File: src/rtl/gpio_pkg.sv
package gpio_pkg;
  localparam logic [11:0] OFF_DRV  = 12'h400;
  localparam logic [11:0] OFF_TRG  = 12'h404;
  localparam logic [11:0] OFF_DUAL = 12'h408;
  localparam logic [11:0] OFF_POL  = 12'h40C;
  localparam logic [11:0] OFF_ENA  = 12'h410;
  localparam logic [11:0] OFF_RAW  = 12'h414;
  localparam logic [11:0] OFF_PEND = 12'h418;
  localparam logic [11:0] OFF_ACK  = 12'h41C;
  localparam logic [11:0] OFF_CONN = 12'h51C;
endpackage

File: src/rtl/gpio_sync.sv
module gpio_sync #(
  parameter int W      = 8,
  parameter int STAGES = 2
) (
  input  logic         clk_i,
  input  logic         rst_ni,
  input  logic [W-1:0] d_i,
  output logic [W-1:0] q_o
);
  logic [W-1:0] stg_q [STAGES];

  always_ff @(posedge clk_i or negedge rst_ni) begin
    if (!rst_ni) stg_q[0] <= '0;
    else         stg_q[0] <= d_i;
  end

  for (genvar s = 1; s < STAGES; s++) begin : g_stage
    always_ff @(posedge clk_i or negedge rst_ni) begin
      if (!rst_ni) stg_q[s] <= '0;
      else         stg_q[s] <= stg_q[s-1];
    end
  end

  assign q_o = stg_q[STAGES-1];
endmodule

File: src/rtl/gpio_irq_unit.sv
module gpio_irq_unit #(
  parameter int NPINS = 8
) (
  input  logic             clk_i,
  input  logic             rst_ni,
  input  logic [NPINS-1:0] pin_i,
  input  logic [NPINS-1:0] conn_i,
  input  logic [NPINS-1:0] level_i,
  input  logic [NPINS-1:0] dual_i,
  input  logic [NPINS-1:0] pol_i,
  input  logic [NPINS-1:0] ack_i,
  output logic [NPINS-1:0] raw_o
);
  // prev tracks the unqualified pin so connecting a high pin makes no edge
  logic [NPINS-1:0] prev_q, lat_q, lat_d;

  always_ff @(posedge clk_i or negedge rst_ni) begin
    if (!rst_ni) begin
      prev_q <= '0;
      lat_q  <= '0;
    end else begin
      prev_q <= pin_i;
      lat_q  <= lat_d;
    end
  end

  for (genvar i = 0; i < NPINS; i++) begin : g_pin
    logic rise, fall, hit, ev, lvl;
    assign rise = pin_i[i] & ~prev_q[i];
    assign fall = ~pin_i[i] & prev_q[i];
    assign hit  = dual_i[i] ? (rise | fall) : (pol_i[i] ? rise : fall);
    assign ev   = conn_i[i] & ~level_i[i] & hit;
    // event has priority over a clear in the same cycle
    assign lat_d[i] = ev | (lat_q[i] & ~ack_i[i]);
    assign lvl      = conn_i[i] & (pol_i[i] ? pin_i[i] : ~pin_i[i]);
    assign raw_o[i] = level_i[i] ? lvl : lat_q[i];
  end
endmodule

File: src/rtl/gpio_port_ctrl.sv
module gpio_port_ctrl
  import gpio_pkg::*;
#(
  parameter int NPINS  = 8,
  parameter int ADDR_W = 12
) (
  input  logic              clk_i,
  input  logic              rst_ni,
  input  logic              bus_valid_i,
  input  logic              bus_we_i,
  input  logic [ADDR_W-1:0] bus_addr_i,
  input  logic [31:0]       bus_wdata_i,
  output logic [31:0]       bus_rdata_o,
  input  logic [NPINS-1:0]  gpio_i,
  output logic [NPINS-1:0]  gpio_o,
  output logic [NPINS-1:0]  gpio_oe_o,
  output logic              irq_o
);
  localparam int MLO = 2;
  localparam int MHI = MLO + NPINS - 1;

  logic [NPINS-1:0] out_q, drv_q, trg_q, dual_q, pol_q, ena_q, conn_q;
  logic [NPINS-1:0] pin_s, raw, pend, mask, wd, ack, val_rd;
  logic [31:0]      rd_val, rdata_q;
  logic             wr, rd, in_win;
  logic             s_drv, s_trg, s_dual, s_pol, s_ena, s_raw, s_pend, s_ack, s_conn;

  assign wr     = bus_valid_i & bus_we_i;
  assign rd     = bus_valid_i & ~bus_we_i;
  assign in_win = (bus_addr_i[ADDR_W-1:MHI+1] == '0);
  assign mask   = bus_addr_i[MHI:MLO];
  assign wd     = bus_wdata_i[NPINS-1:0];

  assign s_drv  = bus_addr_i == ADDR_W'(OFF_DRV);
  assign s_trg  = bus_addr_i == ADDR_W'(OFF_TRG);
  assign s_dual = bus_addr_i == ADDR_W'(OFF_DUAL);
  assign s_pol  = bus_addr_i == ADDR_W'(OFF_POL);
  assign s_ena  = bus_addr_i == ADDR_W'(OFF_ENA);
  assign s_raw  = bus_addr_i == ADDR_W'(OFF_RAW);
  assign s_pend = bus_addr_i == ADDR_W'(OFF_PEND);
  assign s_ack  = bus_addr_i == ADDR_W'(OFF_ACK);
  assign s_conn = bus_addr_i == ADDR_W'(OFF_CONN);

  gpio_sync #(.W(NPINS), .STAGES(2)) u_sync (
    .clk_i (clk_i),
    .rst_ni(rst_ni),
    .d_i   (gpio_i),
    .q_o   (pin_s)
  );

  always_ff @(posedge clk_i or negedge rst_ni) begin
    if (!rst_ni) begin
      out_q  <= '0;
      drv_q  <= '0;
      trg_q  <= '0;
      dual_q <= '0;
      pol_q  <= '0;
      ena_q  <= '0;
      conn_q <= '0;
    end else if (wr) begin
      if (in_win) out_q  <= (out_q & ~mask) | (wd & mask);
      if (s_drv)  drv_q  <= wd;
      if (s_trg)  trg_q  <= wd;
      if (s_dual) dual_q <= wd;
      if (s_pol)  pol_q  <= wd;
      if (s_ena)  ena_q  <= wd;
      if (s_conn) conn_q <= wd;
    end
  end

  assign ack = (wr && s_ack) ? wd : '0;

  gpio_irq_unit #(.NPINS(NPINS)) u_irq (
    .clk_i  (clk_i),
    .rst_ni (rst_ni),
    .pin_i  (pin_s),
    .conn_i (conn_q),
    .level_i(trg_q),
    .dual_i (dual_q),
    .pol_i  (pol_q),
    .ack_i  (ack),
    .raw_o  (raw)
  );

  assign pend   = raw & ena_q;
  assign val_rd = ((drv_q & out_q) | (~drv_q & pin_s)) & conn_q & mask;

  always_comb begin
    rd_val = '0;
    if      (in_win) rd_val[NPINS-1:0] = val_rd;
    else if (s_drv)  rd_val[NPINS-1:0] = drv_q;
    else if (s_trg)  rd_val[NPINS-1:0] = trg_q;
    else if (s_dual) rd_val[NPINS-1:0] = dual_q;
    else if (s_pol)  rd_val[NPINS-1:0] = pol_q;
    else if (s_ena)  rd_val[NPINS-1:0] = ena_q;
    else if (s_raw)  rd_val[NPINS-1:0] = raw;
    else if (s_pend) rd_val[NPINS-1:0] = pend;
    else if (s_conn) rd_val[NPINS-1:0] = conn_q;
  end

  always_ff @(posedge clk_i or negedge rst_ni) begin
    if (!rst_ni)  rdata_q <= '0;
    else if (rd)  rdata_q <= rd_val;
  end

  assign bus_rdata_o = rdata_q;
  assign gpio_o      = out_q;
  assign gpio_oe_o   = drv_q & conn_q;
  assign irq_o       = |pend;
endmodule

File: config.mk
export PLATFORM = sky130hd
export DESIGN_NAME = gpio_port_ctrl
export DESIGN_NICKNAME = d
export VERILOG_FILES = /design/src/rtl/gpio_pkg.sv /design/src/rtl/gpio_sync.sv /design/src/rtl/gpio_irq_unit.sv /design/src/rtl/gpio_port_ctrl.sv
export SDC_FILE = /design/constraint.sdc
export NUM_CORES = 1
export LEC_CHECK = 0
export ABC_AREA = 0
export BUFFER_PORTS_ARGS = -buffer_cell sky130_fd_sc_hd__buf_2
export CORE_MARGIN = 2
export CORE_UTILIZATION = 52
export CTS_BUF_LIST = sky130_fd_sc_hd__clkbuf_8
export CTS_CLUSTER_DIAMETER = 60
export DETAILED_ROUTE_END_ITERATION = 7
export MAX_ROUTING_LAYER = met4
export PLACE_DENSITY = 0.79
export RECOVER_POWER = 25
export SKIP_LAST_GASP = 1
export SLEW_MARGIN = 20
export SYNTH_ARGS = -nofsm -noshare
export SYNTH_HDL_FRONTEND = slang
export SYNTH_HIERARCHICAL = 1
export SYNTH_SLANG_ARGS = --single-unit
File: constraint.sdc
create_clock -name clk_i -period 1.8 [get_ports clk_i]
set_input_delay 0.27 -clock clk_i [delete_from_list [all_inputs] [get_ports clk_i]]
set_output_delay 0.27 -clock clk_i [all_outputs]
set_load 0.05 [all_outputs]
**Word-level counts from Yosys, hierarchy flattened**

Index checks and enable logic that the tools add are counted.

- Muxes and demuxes: 42
- Eq/ne operators: 9
- Bitwise operators: 111
- Reductions and logical operators: 10

Operators by type and width:

| cell | number |
|---|---|
| $eq A12 B11 Y1 const B | 9 |
| $mux W8 | 10 |
| $and A8 B8 Y8 | 8 |
| $and A1 B1 Y1 | 50 |
| $not A1 Y1 | 33 |
| $mux W1 | 32 |
| $not A8 Y8 | 2 |
| $or A1 B1 Y1 | 16 |
| $or A8 B8 Y8 | 2 |
| $reduce_and A2 Y1 | 7 |
| $reduce_or A8 Y1 | 1 |
| $logic_not A2 Y1 | 1 |
| $logic_and A1 B1 Y1 | 1 |

- Output and inout bits: 49
- Bits in registers: 96
- Input bits: 56
- Logic and storage cells: 184

**Depth between registers and ports, before layout**

- Word-level depth: 13
- Gate-level depth with buffers: 9
- Depth with buffers taken out: 8

**By module**

Netlist, hierarchy kept.

By module, submodules not included:

| module | area each (sq um) | seq. area each (sq um) | times used | cells an instance |
|---|---|---|---|---|
| gpio_port_ctrl | 3,727.3 | 1,601.5 | 1 | 354 |
| gpio_irq_unit | 1,091.0 | 400.4 | 1 | 120 |
| gpio_sync | 460.4 | 400.4 | 1 | 24 |

**Least setup slack after synthesis**

No wires, ideal clock.

- Path kind: input-to-reg
- From: input bus_addr_i[1]
- To: register trg_q[0]
- Stages on the path: 5
- Library setup time: 0.125 ns
- Setup slack: -0.429 ns
- Data required time: 1.675 ns
- Arrival time: 2.104 ns
- Cell sequence: or3b_1 or4_4 buf_6 nor4b_4 mux2_2

- Word-level cells in the longest chain between the ends: 2

Ends and longest elaborated chain:

| what | RTL line | text |
|---|---|---|
| start, declared | gpio_port_ctrl.sv:11 | `input logic [ADDR_W-1:0] bus_addr_i,` |
| $eq A12 B11 Y1 | gpio_port_ctrl.sv:35 | `assign s_trg = bus_addr_i == ADDR_W'(OFF_TRG);` |
| $reduce_and A2 Y1 (no source line) | - |  |
| end signal, assigned | gpio_port_ctrl.sv:63 | `if (s_trg) trg_q <= wd;` |
| end, declared | gpio_port_ctrl.sv:22 | `logic [NPINS-1:0] out_q, drv_q, trg_q, dual_q, pol_q, ena_q, conn_q;` |

Every way passes these cells.
A chain may end at the register's enable or synchronous reset.

**Worst setup path after layout**

- From: register pol_q[4]
- To: output irq_o

- Word-level cells in the longest chain between the ends: 5

Ends and longest elaborated chain:

| what | RTL line | text |
|---|---|---|
| start, declared | gpio_port_ctrl.sv:22 |  |
| start signal, assigned | gpio_port_ctrl.sv:65 | `if (s_pol) pol_q <= wd;` |
| $mux W1 | gpio_irq_unit.sv:35 | `assign lvl = conn_i[i] & (pol_i[i] ? pin_i[i] : ~pin_i[i]);` |
| $and A1 B1 Y1 | gpio_irq_unit.sv:35 |  |
| $mux W1 | gpio_irq_unit.sv:36 | `assign raw_o[i] = level_i[i] ? lvl : lat_q[i];` |
| via raw[4] | gpio_port_ctrl.sv:23 | `logic [NPINS-1:0] pin_s, raw, pend, mask, wd, ack, val_rd;` |
| $and A8 B8 Y8 | gpio_port_ctrl.sv:85 | `assign pend = raw & ena_q;` |
| $reduce_or A8 Y1 | gpio_port_ctrl.sv:109 | `assign irq_o = \|pend;` |
| end, declared | gpio_port_ctrl.sv:17 | `output logic irq_o` |

The timed path passes the listed nets, and every way through them passes these cells.

==> results.toml <==
[clock_network]
worst_skew_pair.late_latency_ns = 0.40
numClockSinks = 96
worst_setup_hold_path_clk_slew_ns = 0.11
cts.htree.levels = 3
clk_path_buf_depth = 2
cts_tree = "built"
ctsRootBufferMaster = "clkbuf_8"
cts_buffers = 9

[cells_and_area]
final.fill_count = 738
n_antenna_cell = 0
final_cell_area_um2 = 6838
seq_area_um2 = 2402
area_delta_synth_final_pct = 29.53
final_layout_size_suffix_gt1_share_pct = 39.33
area_occupied_by_multi_input_gates_um2 = 2764
finish.net_count = 723

[timing]
fmax_mhz = 475.7
worst_slack_ns = -0.3021
report.final.slew_viol_count = 0
min_tclk_post_route_ns = 2.102
worst_clock_skew_ns = 0.01229
max_slew_margin_vs_limit_pct = 54.16
final-hold-violation-count = 0
unrepaired_setup_endpoints_after_global_routing = "true"
final-setup-viol-count = 16
tightestPinTransition_ns = 0.6876
tns_ns = -0.9240
fin_hold_ws_ns = 0.2221
final_min_period_over_clock_period_pct = 116.8

[drt]
drc = 0
routed-via-count = 4548
vias_per_cell = 5.764
drt-initial-drc-count = 315
first_pass_iters = 5
detail_route.wirelength_mm = 15.32
ant_nets = 0
routed_wire_length_per_instance_um = 19.42

[synthesis]
netlist.area_leader.share_pct = 45.51
async_sr_flop_fraction_pct = 100.0
dominantRegCellSynth = "dfrtp_1"
number_of_synthesized_flops_with_an_enable_pin = 0
library_cells_used_by_synthesis = 51
synthCells = 498
synth_sequential_area_ratio_pct = 45.51
avgSynthCellArea_um2 = 10.60
synth_area_leaders = "dfrtp_1 46%, mux2_2 14%, buf_4 4.6%"
ys.warnings.count = 6
syn-cell-area_um2 = 5279
post_synthesis_register_bit_count = 96
cell_type_contributing_the_most_total_cell_area_after_synthesis = "dfrtp_1"

[power]
clock_share_of_power_pct = 32.2
power.switching_fraction_pct = 32.76
internal-power_mw = 3.208
power.leakage_nw = 3.262
power_total_mw = 4.771
combinational_power_share_pct = 19.3
ir_drop_mv = 0.7275
power.net_switching_mw = 1.563
power.density_cell_area_nw_per_um2 = 697.7
seq_power_share_pct = 48.5

[die]
die_height_um = 104.8
design.core.area_um2 = 9819
io-pin-count = 105
die_w_um = 104.8
dieArea_um2 = 10970
floorplan.rows = 36
start_util_pct = 53.76

[global_route]
via_count_of_the_first_global_routing_pass = 4682
grt_antenna_before_repair = 0
grt_max_degree = 43
grt_overflow = 0
grt_first_pass_wirelength_mm = 24.46
grt_usage_pct = 29.90

[place]
dp_worst_setup_slack_ns = -0.4739
place.detailed.hpwl_mm = 11.01
gp_congestion = 0.9637
placed_cell_area_um2 = 6299
place.port_buffers = 56

[min_path]
hold_path_end = "conn_q[5]"
timing.hold.worst_path_depth = 2
hold_start = "bus_wdata_i[5]"
min-delay-path-class = "primary input to flip-flop"

[critical_path]
critical_path_arrival_ns = 1.83
cp-start-kind = "flip-flop"
timing.critical_path.to_type = "output pin"
timing.reg2reg.worst_path_depth = 9
worst-endpoint-required_ns = 1.53
critical_path_class = "flip-flop to output pin"
worst-path-max-fanout = 2
timing.rr.start = "u_sync/q_o[2]"
r2r_slack_ns = -0.18
setup.worst_path.start = "pol_q[4]"
regToRegEndpoint = "bus_rdata_o[2]"

[outcome]
violated_checks = "setup timing"
status = "finished, violations left"

[job]
timing.max_cap.violations = 0
==> cell type report <==
type | instances | area share [%]
clock buffers | 9 | 1.812
clock inverters | 7 | 1.263
inverters | 26 | 1.427
multi-input cells | 354 | 40.42
flip-flops and latches | 96 | 35.13
well taps | 133 | 2.434
repair buffers | 164 | 17.51
==> power groups by stage <==
| stage | clock, mW | sequential (mW) | combinational, mW |
|---|---|---|---|
| after global routing | 1.63 | 2.33 | 0.974 |
| final | 1.54 | 2.32 | 0.918 |
| after CTS | 1.56 | 2.31 | 0.913 |
| after global placement | 0 | 2.35 | 0.860 |
| after detailed placement | 0 | 2.36 | 0.879 |
| after floorplan | 0 | 2.55 | 0.392 |
==> cell usage after synthesis, types with 8 or more instances <==
| cell | count |
|---|---|
| dfrtp_1 | 96 |
| nand3_1 | 19 |
| clkbuf_1 | 9 |
| o21ai_0 | 20 |
| nor2b_1 | 11 |
| a211oi_1 | 9 |
| and2_1 | 17 |
| o22ai_1 | 8 |
| inv_1 | 26 |
| a21oi_1 | 17 |
| xnor2_1 | 8 |
| nand3b_1 | 9 |
| mux2_2 | 64 |
| nand2_1 | 41 |
| nor2_1 | 16 |
| buf_4 | 32 |
| ha_1 | 16 |
| mux2i_1 | 13 |
==> metal layers <==
layer | routed length [um] | share of wire, % | GRT usage [%] | vias to the layer above
met5 | 0 | 0 | - | -
met4 | 425 | 2.8 | 13.62 | 0
met3 | 944 | 6.2 | 5.240 | 42
met2 | 7514 | 49 | 46.71 | 211
met1 | 6440 | 42 | 38.22 | 2261
li1 | - | - | - | 2034
==> worst max-delay path by stage <==
| stage | cells after the start | to | slack [ns] |
|---|---|---|---|
| 3_5_place_dp | 7 | pol_q[5] | -0.47 |
| 4_1_cts | 7 | irq_o | -0.31 |
| 6_report | 8 | irq_o | -0.30 |
| 2_1_floorplan | 5 | trg_q[0] | -0.42 |
| 3_3_place_gp | 7 | pol_q[0] | -0.45 |
| 5_1_grt | 8 | irq_o | -0.40 |
==> placed cells by master (no fill, tap or decap), types with 8 or more instances in the layout <==
cell / instances
a21oi_1: 17
mux2i_1: 13
a211oi_1: 9
mux2_2: 45
nand2_1: 38
buf_2: 50
dfrtp_1: 96
inv_1: 26
mux2_4: 19
o21ai_0: 13
nor2b_1: 11
buf_4: 82
clkbuf_8: 9
nand3_1: 19
and2_1: 16
nand3b_1: 9
conb_1: 24
buf_6: 12
o22ai_1: 8
dlygate4sd3_1: 9
ha_1: 16
nor2_1: 15
==> cell families after synthesis <==
family	Yosys count	synth area share, %
and+or+nand+nor	146	15.41
DFF	96	45.51
AOI/OAI and AO/OA	83	10.31
muxes	77	16.12
buffers and inverters	71	7.466
adders and majority gates	16	3.792
xor gates and xnor gates	8	1.327
other	1	0.07104
==> stage by stage <==
step	util, %	std cells
6_report	69.64	789
5_1_grt	69.64	789
4_1_cts	68.97	786
3_5_place_dp	64.14	753
3_3_place_gp	64.14	753
2_1_floorplan	-	521
==> timing repair <==
| item | in CTS | in global routing |
|---|---|---|
| endpoints found under the hold margin | 32 | 0 |
| hold buffers | 9 | 0 |
| buffers inserted | 8 | 3 |
| pin swaps | 22 | 17 |
| setup endpoints to repair | 18 | 22 |
| gates resized for setup | 35 | 19 |
==> state kept, by name, indices dropped and copies added (netlist names), named ones only <==
register / cells
ena_q: 8
u_irq/prev_q: 8
bus_rdata_o: 8
u_sync/q_o: 8
conn_q: 8
u_sync/stg_q: 8
pol_q: 8
trg_q: 8
drv_q: 8
u_irq/lat_q: 8
dual_q: 8
==> critical path, cell delays in order (launching register included) <==
cell and delay, ns:
dfrtp_1 0.42, xnor2_1 0.16, nand3_1 0.10, o21ai_2 0.09, nand2_2 0.08, buf_4 0.13
and2_4 0.15, nand4_1 0.11, buf_6 0.17
Power figures use the tool's default switching activity.
